## config.mk

```make
export PLATFORM = sky130hd
export DESIGN_NAME = atf_top
export DESIGN_NICKNAME = d
export VERILOG_FILES = /design/src/rtl/atf_pkg.sv /design/src/rtl/atf_access_decode.sv /design/src/rtl/atf_cmd_classify.sv /design/src/rtl/atf_top.sv
export SDC_FILE = /design/constraint.sdc
export NUM_CORES = 1
export LEC_CHECK = 0
export BUFFER_PORTS_ARGS = -buffer_cell sky130_fd_sc_hd__buf_2
export CAP_MARGIN = 20
export CORE_MARGIN = 2
export CORE_UTILIZATION = 45
export DETAILED_ROUTE_END_ITERATION = 16
export GPL_TIMING_DRIVEN = 0
export HOLD_SLACK_MARGIN = 0.15
export PLACE_DENSITY = 0.67
export SYNTH_ARGS = -nofsm -noshare
export SYNTH_HDL_FRONTEND = slang
export SYNTH_SLANG_ARGS = --single-unit
```

## constraint.sdc

```tcl
create_clock -name clk -period 2.6 [get_ports clk]
set_clock_uncertainty 0.15 [all_clocks]
set_input_delay 0.26 -clock clk [delete_from_list [all_inputs] [get_ports clk]]
set_output_delay 0.26 -clock clk [all_outputs]
set_load 0.05 [all_outputs]
```

## src/rtl/atf_pkg.sv

```systemverilog
package atf_pkg;

    typedef enum logic [2:0] {
        EV_NONE     = 3'd0,
        EV_STAT_RD  = 3'd1,
        EV_DATA_RD  = 3'd2,
        EV_DATA_WR  = 3'd3,
        EV_CMD_WR   = 3'd4,
        EV_SEL_WR   = 3'd5,
        EV_SRST_SET = 3'd6,
        EV_SRST_CLR = 3'd7
    } atf_evt_e;

    typedef enum logic [2:0] {
        CL_NODATA    = 3'd0,
        CL_PIO_IN    = 3'd1,
        CL_PIO_OUT   = 3'd2,
        CL_DMA_TOHST = 3'd3,
        CL_DMA_FRHST = 3'd4,
        CL_ABORT     = 3'd5
    } atf_cls_e;

    typedef enum logic [1:0] {
        ST_IDLE   = 2'd0,
        ST_DECODE = 2'd1,
        ST_ISSUE  = 2'd2,
        ST_RESET  = 2'd3
    } atf_state_e;

    // register offsets (command block unless noted)
    localparam logic [2:0] OFS_DATA   = 3'd0;
    localparam logic [2:0] OFS_ERR    = 3'd1;
    localparam logic [2:0] OFS_CNT    = 3'd2;
    localparam logic [2:0] OFS_SNO    = 3'd3;
    localparam logic [2:0] OFS_CYLLO  = 3'd4;
    localparam logic [2:0] OFS_CYLHI  = 3'd5;
    localparam logic [2:0] OFS_DRV    = 3'd6;
    localparam logic [2:0] OFS_CMD    = 3'd7;
    localparam logic [2:0] OFS_DEVCTL = 3'd6;   // control block

    // status byte values
    localparam logic [7:0] STAT_READY = 8'h40;
    localparam logic [7:0] STAT_SRST  = 8'h80;
    localparam logic [7:0] STAT_BUSY  = 8'hC0;
    localparam logic [7:0] STAT_FAIL  = 8'h41;
    localparam logic [7:0] ERR_ABORT  = 8'h04;
    localparam int         BSY_BIT    = 7;

    localparam int DRV_LBA_BIT  = 6;
    localparam int CTL_SRST_BIT = 2;
    localparam int CTL_MASK_BIT = 1;

    // opcodes
    localparam logic [7:0] OP_RD_PIO    = 8'h20;
    localparam logic [7:0] OP_RD_MULTI  = 8'hC4;
    localparam logic [7:0] OP_WR_PIO    = 8'h30;
    localparam logic [7:0] OP_WR_MULTI  = 8'hC5;
    localparam logic [7:0] OP_RD_DMA    = 8'hC8;
    localparam logic [7:0] OP_WR_DMA    = 8'hCA;
    localparam logic [7:0] OP_IDENT     = 8'hEC;
    localparam logic [7:0] OP_NATIVEMAX = 8'hF8;
    localparam logic [7:0] OP_CHKPWR    = 8'hE5;
    localparam logic [7:0] OP_STANDBY   = 8'hE0;
    localparam logic [7:0] OP_FLUSH     = 8'hE7;
    localparam logic [7:0] OP_VERIFY    = 8'h40;
    localparam logic [7:0] OP_SETFEAT   = 8'hEF;
    localparam logic [7:0] OP_SETMULT   = 8'hC6;

endpackage

```

## src/rtl/atf_access_decode.sv

```systemverilog
module atf_access_decode
    import atf_pkg::*;
(
    input  logic       wr,
    input  logic       rd,
    input  logic       ctl,
    input  logic       wide,
    input  logic [2:0] ofs,
    input  logic       srst_bit,
    input  atf_state_e state,
    output logic       acc_err,
    output logic       rd_ok,
    output logic [7:0] cmd_we,
    output logic       ctl_we,
    output atf_evt_e   evt
);

    logic legal;
    logic wr_ok;

    always_comb begin
        if (ctl) legal = !wide && (ofs == OFS_DEVCTL);
        else     legal = !wide || (ofs == OFS_DATA);

        acc_err = (wr || rd) && !legal;
        rd_ok   = rd && !wr && legal;
        wr_ok   = wr && legal && !ctl && (state == ST_IDLE);
        ctl_we  = wr && legal && ctl;

        for (int i = 0; i < 8; i++) begin
            cmd_we[i] = wr_ok && (ofs == 3'(i));
        end

        evt = EV_NONE;
        if (ctl_we) begin
            if (srst_bit)               evt = EV_SRST_SET;
            else if (state == ST_RESET) evt = EV_SRST_CLR;
        end else if (wr_ok) begin
            if (ofs == OFS_DATA)     evt = EV_DATA_WR;
            else if (ofs == OFS_DRV) evt = EV_SEL_WR;
            else if (ofs == OFS_CMD) evt = EV_CMD_WR;
        end else if (rd_ok && !ctl) begin
            if (ofs == OFS_DATA)      evt = EV_DATA_RD;
            else if (ofs == OFS_CMD)  evt = EV_STAT_RD;
        end
    end

endmodule

```

## src/rtl/atf_cmd_classify.sv

```systemverilog
module atf_cmd_classify
    import atf_pkg::*;
#(
    parameter int SECT_BYTES = 512,
    parameter int ID_BYTES   = 512,
    parameter int BCW        = $clog2(256 * SECT_BYTES) + 1
) (
    input  logic [7:0]     opcode,
    input  logic [7:0]     seccnt,
    input  logic [7:0]     drv,
    output atf_cls_e       cls,
    output logic [BCW-1:0] bytes,
    output logic           native_max
);

    logic [8:0]     nsec;
    logic [BCW-1:0] sect_bytes;
    logic           lba_ok;

    always_comb begin
        nsec       = (seccnt == 8'd0) ? 9'd256 : {1'b0, seccnt};
        sect_bytes = BCW'(nsec) * BCW'(SECT_BYTES);
        lba_ok     = drv[DRV_LBA_BIT];
        native_max = 1'b0;
        cls        = CL_ABORT;
        bytes      = '0;

        case (opcode)
            OP_RD_PIO, OP_RD_MULTI: begin
                cls   = lba_ok ? CL_PIO_IN : CL_ABORT;
                bytes = lba_ok ? sect_bytes : '0;
            end
            OP_WR_PIO, OP_WR_MULTI: begin
                cls   = lba_ok ? CL_PIO_OUT : CL_ABORT;
                bytes = lba_ok ? sect_bytes : '0;
            end
            OP_RD_DMA: begin
                cls   = lba_ok ? CL_DMA_TOHST : CL_ABORT;
                bytes = lba_ok ? sect_bytes : '0;
            end
            OP_WR_DMA: begin
                cls   = lba_ok ? CL_DMA_FRHST : CL_ABORT;
                bytes = lba_ok ? sect_bytes : '0;
            end
            OP_IDENT: begin
                cls   = CL_PIO_IN;
                bytes = BCW'(ID_BYTES);
            end
            OP_NATIVEMAX: begin
                cls        = CL_NODATA;
                native_max = 1'b1;
            end
            OP_CHKPWR, OP_STANDBY, OP_FLUSH,
            OP_VERIFY, OP_SETFEAT, OP_SETMULT: begin
                cls = CL_NODATA;
            end
            default: begin
                cls = CL_ABORT;
            end
        endcase
    end

endmodule

```

## src/rtl/atf_top.sv

```systemverilog
module atf_top
    import atf_pkg::*;
#(
    parameter int SECT_BYTES = 512,
    parameter int ID_BYTES   = 512,
    parameter int LBAW       = 28,
    parameter int BCW        = $clog2(256 * SECT_BYTES) + 1
) (
    input  logic            clk,
    input  logic            rst_n,
    input  logic            hst_wr,
    input  logic            hst_rd,
    input  logic            hst_ctl,
    input  logic [2:0]      hst_ofs,
    input  logic            hst_wide,
    input  logic [15:0]     hst_wdata,
    output logic [15:0]     hst_rdata,
    output logic            hst_rvalid,
    output logic            acc_err,
    output logic [2:0]      evt_code,
    output logic            cmd_valid,
    output logic [2:0]      cmd_class,
    output logic [LBAW-1:0] cmd_lba,
    output logic [BCW-1:0]  cmd_bytes,
    output logic            irq_mask,
    input  logic [LBAW-1:0] cap_sectors,
    input  logic            xfer_done
);

    localparam int HEADW = LBAW - 24;

    atf_state_e state_q, state_d;

    logic [15:0]     data_q;
    logic [7:0]      err_q, cnt_q, sno_q, cyllo_q, cylhi_q, drv_q, cmd_q, stat_q;
    logic            nien_q;
    atf_cls_e        cls_q;
    logic [LBAW-1:0] lba_q;
    logic [BCW-1:0]  bytes_q;
    atf_evt_e        evt_q;
    logic            acc_err_q;

    logic            dec_err, dec_rd_ok, dec_ctl_we;
    logic [7:0]      dec_we;
    atf_evt_e        dec_evt;
    atf_cls_e        cl_cls;
    logic [BCW-1:0]  cl_bytes;
    logic            cl_native;
    logic [LBAW-1:0] cap_m1;
    logic            srst_set, srst_clr;

    atf_access_decode u_acc (
        .wr       (hst_wr),
        .rd       (hst_rd),
        .ctl      (hst_ctl),
        .wide     (hst_wide),
        .ofs      (hst_ofs),
        .srst_bit (hst_wdata[CTL_SRST_BIT]),
        .state    (state_q),
        .acc_err  (dec_err),
        .rd_ok    (dec_rd_ok),
        .cmd_we   (dec_we),
        .ctl_we   (dec_ctl_we),
        .evt      (dec_evt)
    );

    atf_cmd_classify #(
        .SECT_BYTES (SECT_BYTES),
        .ID_BYTES   (ID_BYTES),
        .BCW        (BCW)
    ) u_cls (
        .opcode     (cmd_q),
        .seccnt     (cnt_q),
        .drv        (drv_q),
        .cls        (cl_cls),
        .bytes      (cl_bytes),
        .native_max (cl_native)
    );

    assign srst_set = (dec_evt == EV_SRST_SET);
    assign srst_clr = (dec_evt == EV_SRST_CLR);
    assign cap_m1   = cap_sectors - LBAW'(1);

    // next state
    always_comb begin
        state_d = state_q;
        unique case (state_q)
            ST_IDLE: begin
                if (srst_set)                state_d = ST_RESET;
                else if (dec_evt == EV_CMD_WR) state_d = ST_DECODE;
            end
            ST_DECODE: state_d = srst_set ? ST_RESET : ST_ISSUE;
            ST_ISSUE:  state_d = srst_set ? ST_RESET : ST_IDLE;
            ST_RESET:  if (srst_clr) state_d = ST_IDLE;
        endcase
    end

    // state register
    always_ff @(posedge clk or negedge rst_n) begin
        if (!rst_n) state_q <= ST_IDLE;
        else        state_q <= state_d;
    end

    // Moore outputs
    always_comb begin
        cmd_valid = (state_q == ST_ISSUE);
        cmd_class = cls_q;
        cmd_lba   = lba_q;
        cmd_bytes = bytes_q;
        evt_code  = evt_q;
        acc_err   = acc_err_q;
        irq_mask  = nien_q;
    end

    // register file and descriptor
    always_ff @(posedge clk or negedge rst_n) begin
        if (!rst_n) begin
            data_q    <= '0;
            err_q     <= '0;
            cnt_q     <= '0;
            sno_q     <= '0;
            cyllo_q   <= '0;
            cylhi_q   <= '0;
            drv_q     <= '0;
            cmd_q     <= '0;
            stat_q    <= STAT_READY;
            nien_q    <= 1'b0;
            cls_q     <= CL_NODATA;
            lba_q     <= '0;
            bytes_q   <= '0;
            evt_q     <= EV_NONE;
            acc_err_q <= 1'b0;
        end else begin
            evt_q     <= dec_evt;
            acc_err_q <= dec_err;

            if (dec_we[OFS_DATA]) begin
                if (hst_wide) data_q <= hst_wdata;
                else          data_q[7:0] <= hst_wdata[7:0];
            end
            if (dec_we[OFS_CNT])   cnt_q   <= hst_wdata[7:0];
            if (dec_we[OFS_SNO])   sno_q   <= hst_wdata[7:0];
            if (dec_we[OFS_CYLLO]) cyllo_q <= hst_wdata[7:0];
            if (dec_we[OFS_CYLHI]) cylhi_q <= hst_wdata[7:0];
            if (dec_we[OFS_DRV])   drv_q   <= hst_wdata[7:0];
            if (dec_we[OFS_CMD])   cmd_q   <= hst_wdata[7:0];

            if (xfer_done && state_q != ST_RESET) stat_q[BSY_BIT] <= 1'b0;

            if (state_q == ST_DECODE && !srst_set) begin
                cls_q   <= cl_cls;
                bytes_q <= cl_bytes;
                lba_q   <= {drv_q[HEADW-1:0], cylhi_q, cyllo_q, sno_q};
                if (cl_cls == CL_ABORT) begin
                    stat_q <= STAT_FAIL;
                    err_q  <= ERR_ABORT;
                end else begin
                    stat_q <= STAT_BUSY;
                    err_q  <= '0;
                end
                if (cl_native) begin
                    sno_q   <= cap_m1[7:0];
                    cyllo_q <= cap_m1[15:8];
                    cylhi_q <= cap_m1[23:16];
                    drv_q   <= {drv_q[7:HEADW], cap_m1[LBAW-1:24]};
                end
            end

            if (dec_ctl_we) begin
                nien_q <= hst_wdata[CTL_MASK_BIT];
                if (srst_set)      stat_q <= STAT_SRST;
                else if (srst_clr) stat_q <= STAT_READY;
            end
        end
    end

    // read port
    always_ff @(posedge clk or negedge rst_n) begin
        if (!rst_n) begin
            hst_rdata  <= '0;
            hst_rvalid <= 1'b0;
        end else begin
            hst_rvalid <= dec_rd_ok;
            if (dec_rd_ok) begin
                if (hst_wide)     hst_rdata <= data_q;
                else if (hst_ctl) hst_rdata <= {8'h00, stat_q};
                else begin
                    unique case (hst_ofs)
                        OFS_DATA:  hst_rdata <= {8'h00, data_q[7:0]};
                        OFS_ERR:   hst_rdata <= {8'h00, err_q};
                        OFS_CNT:   hst_rdata <= {8'h00, cnt_q};
                        OFS_SNO:   hst_rdata <= {8'h00, sno_q};
                        OFS_CYLLO: hst_rdata <= {8'h00, cyllo_q};
                        OFS_CYLHI: hst_rdata <= {8'h00, cylhi_q};
                        OFS_DRV:   hst_rdata <= {8'h00, drv_q};
                        OFS_CMD:   hst_rdata <= {8'h00, stat_q};
                    endcase
                end
            end
        end
    end

endmodule

```

======== Word-level counts from Yosys, hierarchy flattened ========
Index checks and enable logic that the tools add are counted.
word-level totals
  register bits ........................... 153
  bits in latches ......................... 0
  bits in writable memories ............... 0
  memory bits (read-only) ................. 0
  input port bits ......................... 54
  memories kept ........................... 0
cells by class
  add/sub/neg operators ................... 1
  multiply operators ...................... 0
  divide/modulo/power cells ............... 0
  $lt $le $gt $ge ......................... 0
  equality and inequality tests ........... 32
  shifts and indexed selects .............. 0
  mux-type cells .......................... 48
  bitwise operators ....................... 0
  reduce and logical (&&, ||, !) cells .... 34
operators with widths
  kind                     count
  $mux W8                  17
  $pmux W16 S8             1
  $eq A8 B8 Y1 const B     11
  $mux W3                  13
  $pmux W18 S2             1
  $mux W16                 2
  $sub A28 B1 Y28 const B  1
  $eq A3 B3 Y1 const B     8
  $logic_and A1 B1 Y1      18
  $mux W18                 1
  $pmux W3 S6              1
  $eq A8 B6 Y1 const B     2
  $mux W9                  1
  $eq A8 B7 Y1 const B     1
  $logic_not A8 Y1         1
  $mux W2                  4
  $pmux W2 S4              1
  $reduce_or A7 Y1         1
  $eq A3 B2 Y1 const B     2
  $mux W1                  6
  $ne A2 B2 Y1 const B     3
  $reduce_or A6 Y1         1
  $logic_not A1 Y1         5
  $eq A2 B2 Y1 const B     2
  other kinds (8)          11

======== Longest topological paths before layout ========
  word-level depth ........................ 15
  mapped depth ............................ 8
  gate-level depth less buffers ........... 7

======== Cells and area by module ========
Synthesis repeated with hierarchy kept, for this count alone.
second synthesis, totals
  cells, all modules ...................... 722
  area, all modules ....................... 7609.8 µm²
by module, submodules not included
  module             instances  cells an instance  area an instance (µm²)  sequential area each (µm²)
  atf_top            1          613                6791.5                  3654.8
  atf_cmd_classify   1          68                 501.7                   0.0
  atf_access_decode  1          41                 316.6                   0.0

======== Least setup slack after synthesis ========
No wires, ideal clock.
  path type ............................... register -> register
  from .................................... register cmd_q[0]
  to ...................................... register sno_q[4]
  library setup time ...................... 0.125 ns
  arrival ................................. 1.631 ns
  data required time ...................... 2.325 ns
  setup slack ............................. 0.694 ns
  cell stages (with the launch flop) ...... 9
  path buffers ............................ 3
  cell sequence ........................... dfrtp_1 -> clkbuf_1 -> nor2_1 -> nand4_1 -> or2_1 -> buf_2 -> buf_2 -> a31oi_1 -> o21ai_1
between the ends
  cells in the longest elaborated chain, start to end .. 4
RTL lines
  what                      line                    RTL
  start: declaration        atf_top.sv:35           logic [7:0] err_q, cnt_q, sno_q, cyllo_q, cylhi_q, drv_q, cmd_q, stat_q;
  start signal: assignment  atf_top.sv:146          if (dec_we[OFS_CMD]) cmd_q <= hst_wdata[7:0];
  $eq A8 B8 Y1              atf_cmd_classify.sv:28  case (opcode)
  $mux W1                   atf_cmd_classify.sv:28
  $mux W8                   atf_top.sv:161          if (cl_native) begin
  $mux W8                   atf_top.sv:150          if (state_q == ST_DECODE && !srst_set) begin
  end signal: assignment    atf_top.sv:142          if (dec_we[OFS_SNO]) sno_q <= hst_wdata[7:0];
  end signal: assignment    atf_top.sv:162          sno_q <= cap_m1[7:0];
  end: declaration          atf_top.sv:35
Every way passes these cells.
A chain may end at the register's enable or synchronous reset.

======== Worst setup path in the final report ========
  from .................................... input port cap_sectors[0]
  to ...................................... register drv_q[3]
between the ends
  cells in the longest elaborated chain, start to end .. 3
RTL lines
  what                    line            RTL
  start: declaration      atf_top.sv:26   input logic [LBAW-1:0] cap_sectors,
  $sub A28 B1 Y28         atf_top.sv:82   assign cap_m1 = cap_sectors - LBAW'(1);
  $mux W8                 atf_top.sv:161
  $mux W8                 atf_top.sv:150
  end signal: assignment  atf_top.sv:145  if (dec_we[OFS_DRV]) drv_q <= hst_wdata[7:0];
  end signal: assignment  atf_top.sv:165  drv_q <= {drv_q[7:HEADW], cap_m1[LBAW-1:24]};
  end: declaration        atf_top.sv:35
Every way passes these cells. The select of a mux whose other input is x is not followed.

==> results by group <==
Run status
  – Status: finished clean

Clocking
  – Clk slew on worst S/H paths: 0.06 ns
  – CTS Buf Count: 17
  – CTS Buffer Depth: 2
  – Sink Count: 137
  – Clk Latency, worst-skew pair: 0.42 ns
  – Root Buffer: clkbuf_16
  – H-Tree Level Count: 4
  – CTS tree: built

Timing
  – Worst slew margin: 0.467
  – Final max-slew violation count: 0
  – Fin crit period: 2.48 ns
  – Worst Max-Slew Pin Slew: 0.796 ns
  – Max frequency: 403 MHz
  – Finish-stage setup viols: 0
  – Final hold slack: 0.179 ns
  – Crit share post-route: 0.954
  – Final hold violations: 0
  – Fin Setup TNS: 0 ns

Finish
  – Layout fillers: 1368
  – Fin cells: 1142
  – Ant diodes: 0
  – Share of post-route cells with drive strength above 1: 0.267
  – Area of the multi-input gates: 3410 sq um
  – Fin util: 0.596
  – Fin nets: 973
  – Reg area: 3430 sq um
  – Finished Cell Area: 9130 sq um
  – Area added between synthesis and finish: 28.8%

Synthesis
  – Top-area cell type share of the netlist area: 0.480
  – Main synth FF type: dfrtp_1
  – Fraction of registers with async set/reset: 1.00
  – Synth Register Bits: 137
  – Post-Syn Area: 7090 sq um
  – Synthesis warning total: 0
  – Cell taking the most area after synthesis: dfrtp_1
  – Avg Inst Size Synth: 9.87 sq um
  – Mapped Cells: 718
  – Top-count cell post-synth: nand2_1
  – Unique cell type count in the Yosys netlist: 68
  – Synth area leaders: dfrtp_1 48%, nand2_1 7.9%, mux2_2 6.2%
  – Post-synth EDFFs: 0
  – Sequential fraction of the synthesis area: 0.484
  – Synth cell count leaders: 149 x nand2_1, 136 x dfrtp_1, 39 x mux2_2

Placed design
  – PortBufs: 114
  – DP HPWL: 13.5 mm
  – Placed Area: 7990 sq um
  – Post-Place Cells: 1052
  – Gpl congestion: 0.869

Worst setup path
  – CP required: 2.75 ns
  – WP data arrival: 2.63 ns
  – Crit path top cell by count: dlygate4sd3_1
  – CP Cell Sequence: dlygate4sd3_1 -> buf_2 -> nor2_1 -> nand4_4 -> nor4_2 -> xnor2_1 -> dlygate4sd3_1 -> mux2i_1
  – Crit end category: flip-flop
  – Critical Path Max Stage Delay: 0.58 ns
  – Reg2reg start: cmd_q[0]$_DFFE_PN0P_
  – Critical-path maximum fanout: 9
  – Critical Path Source: cap_sectors[0]
  – CP max stage cell: dlygate4sd3_1
  – FF-to-FF setup slack: 0.17 ns
  – Worst setup SP type: primary input
  – Kind of critical path: primary input to flip-flop

Detailed routing
  – Final WL: 19.6 mm
  – WL/cell: 17.1 microns
  – Post-route DRC: 0
  – Vias/cell: 5.34
  – First-pass detailed-route iteration total: 5
  – ANT nets after route: 0
  – DR vias: 6093
  – Starting DRT DRC Count: 639

Pwr
  – Max IR drop VDD: 0.000484 V
  – Cell Pwr Density: 702 nW/um^2
  – Static Leakage: 0.00452 uW

Floorplan
  – IO Count: 126
  – Num rows: 45
  – Die height: 130 microns
  – Die W: 130 microns
  – Starting Density: 0.463
  – Core area: 15300 sq um
  – Die area: 16800 sq um

Global route
  – Largest net degree at the start of global routing: 98
  – Remaining Overflow, GRT: 0
  – First-pass GRT wire length: 30.5 mm
  – Initial antenna violation count: 0
  – Gr usage total: 0.239
  – Vias in the first global route: 5782

Flow run
  – Max-Cap Viols: 0

Worst hold path
  – Hold Crit Class: primary input to asynchronous set/reset pin
==> final cells by class <==
type,instances,area share
multi-input cells,528,0.373
repair buffers,173,0.128
clock inverters,13,0.0143
plain buffers,48,0.0265
inverters,13,0.00535
flip-flops and latches,137,0.376
well taps,211,0.0289
clock buffers,19,0.0474
==> flip-flops by register name (all words and copies together), names as in the netlist, 8 cells and up <==
register,cells
cyllo_q,8
cmd_bytes,9
stat_q,8
sno_q,8
hst_rdata,16
cmd_lba,28
drv_q,8
cnt_q,8
cylhi_q,8
cmd_q,8
data_q,16
==> power breakdown <==
part / switching [uW] / internal [uW]
Combinational: 943 / 485
Sequential: 250 / 2430
Clock: 896 / 1400
==> through the flow <==
step / setup WS [ns] / total power, uW
2_1_floorplan: 0.694 / 3610
3_3_place_gp: -0.850 / 4040
3_5_place_dp: -0.105 / 4070
4_1_cts: 0.0186 / 6440
5_1_grt: -0.00415 / 6680
6_report: 0.121 / 6410
==> cells by family (layout without fill, tap and decap cells) <==
| logic type | Yosys count | in the layout | synth area share |
|---|---|---|---|
| DFF | 137 | 137 | 0.484 |
| and+or+nand+nor | 303 | 303 | 0.220 |
| AOI/OAI and AO/OA | 124 | 124 | 0.116 |
| adders and majority gates | 1 | 1 | 0.00176 |
| other | 1 | 9 | 0.000529 |
| xor gates and xnor gates | 24 | 24 | 0.0297 |
| buffers and inverters | 61 | 266 | 0.0410 |
| muxes | 67 | 67 | 0.107 |
==> placed cells by master, fill, tap and decap left out, drive strengths merged, types with 3 or more instances in the layout <==
cell	Yosys	routed
nand2	149	149
buf	27	147
dfrtp	136	136
dlygate4sd3	0	53
mux2	47	47
clkbuf	21	40
nor2	38	38
o21ai	38	38
nand3	35	35
a21oi	24	24
xnor2	20	20
mux2i	20	20
a31oi	18	18
inv	12	12
nor4	12	12
a22o	11	11
nor3	10	10
conb	1	9
nand4	9	9
nor2b	8	8
a22oi	7	7
o21bai	7	7
and2	6	6
clkinvlp	0	6
clkinv	1	6
nor3b	5	5
xor2	4	4
o221ai	4	4
or2	4	4
or4	4	4
or3	4	4
and4b	3	3
nand4b	3	3
nand2b	3	3
==> final timing paths <==
| path | to | depth (start not counted) |
|---|---|---|
| worst max-delay path | drv_q[3]$_DFF_PN0_ | 8 |
| worst min-delay path | cmd_bytes[14]$_DFFE_PN0P_ | 2 |
| worst max register to register | cyllo_q[5]$_DFF_PN0_ | 6 |
| worst min register to register | hst_rdata[15]$_DFFE_PN0N_ | 2 |
| max in group asynchronous | stat_q[6]$_DFF_PN1_ | 3 |
| min in group clk | stat_q[7]$_DFF_PN0_ | 5 |
==> routing by layer <==
metal	part of all wire	routed length, microns	track usage
met3	0.057	1110	0.0491
met4	0.018	356	0.0803
met1	0.45	8830	0.333
met5	0	0	0
met2	0.47	9250	0.376
==> worst max-delay path, delay by kind of cell <==
family	cells	cell delay, ns
buffers and inverters	3	1.26
and+or+nand+nor	3	0.88
xor gates and xnor gates	1	0.16
muxes	1	0.06
==> what timing repair did <==
item,4_1_cts,5_1_grt
gates resized for setup,0,2
endpoints found under the setup margin,0,20
hold endpoints to repair,196,0
setup buffers,0,5
hold buffers,53,0
No activity file was read; power rests on OpenSTA's default activity.
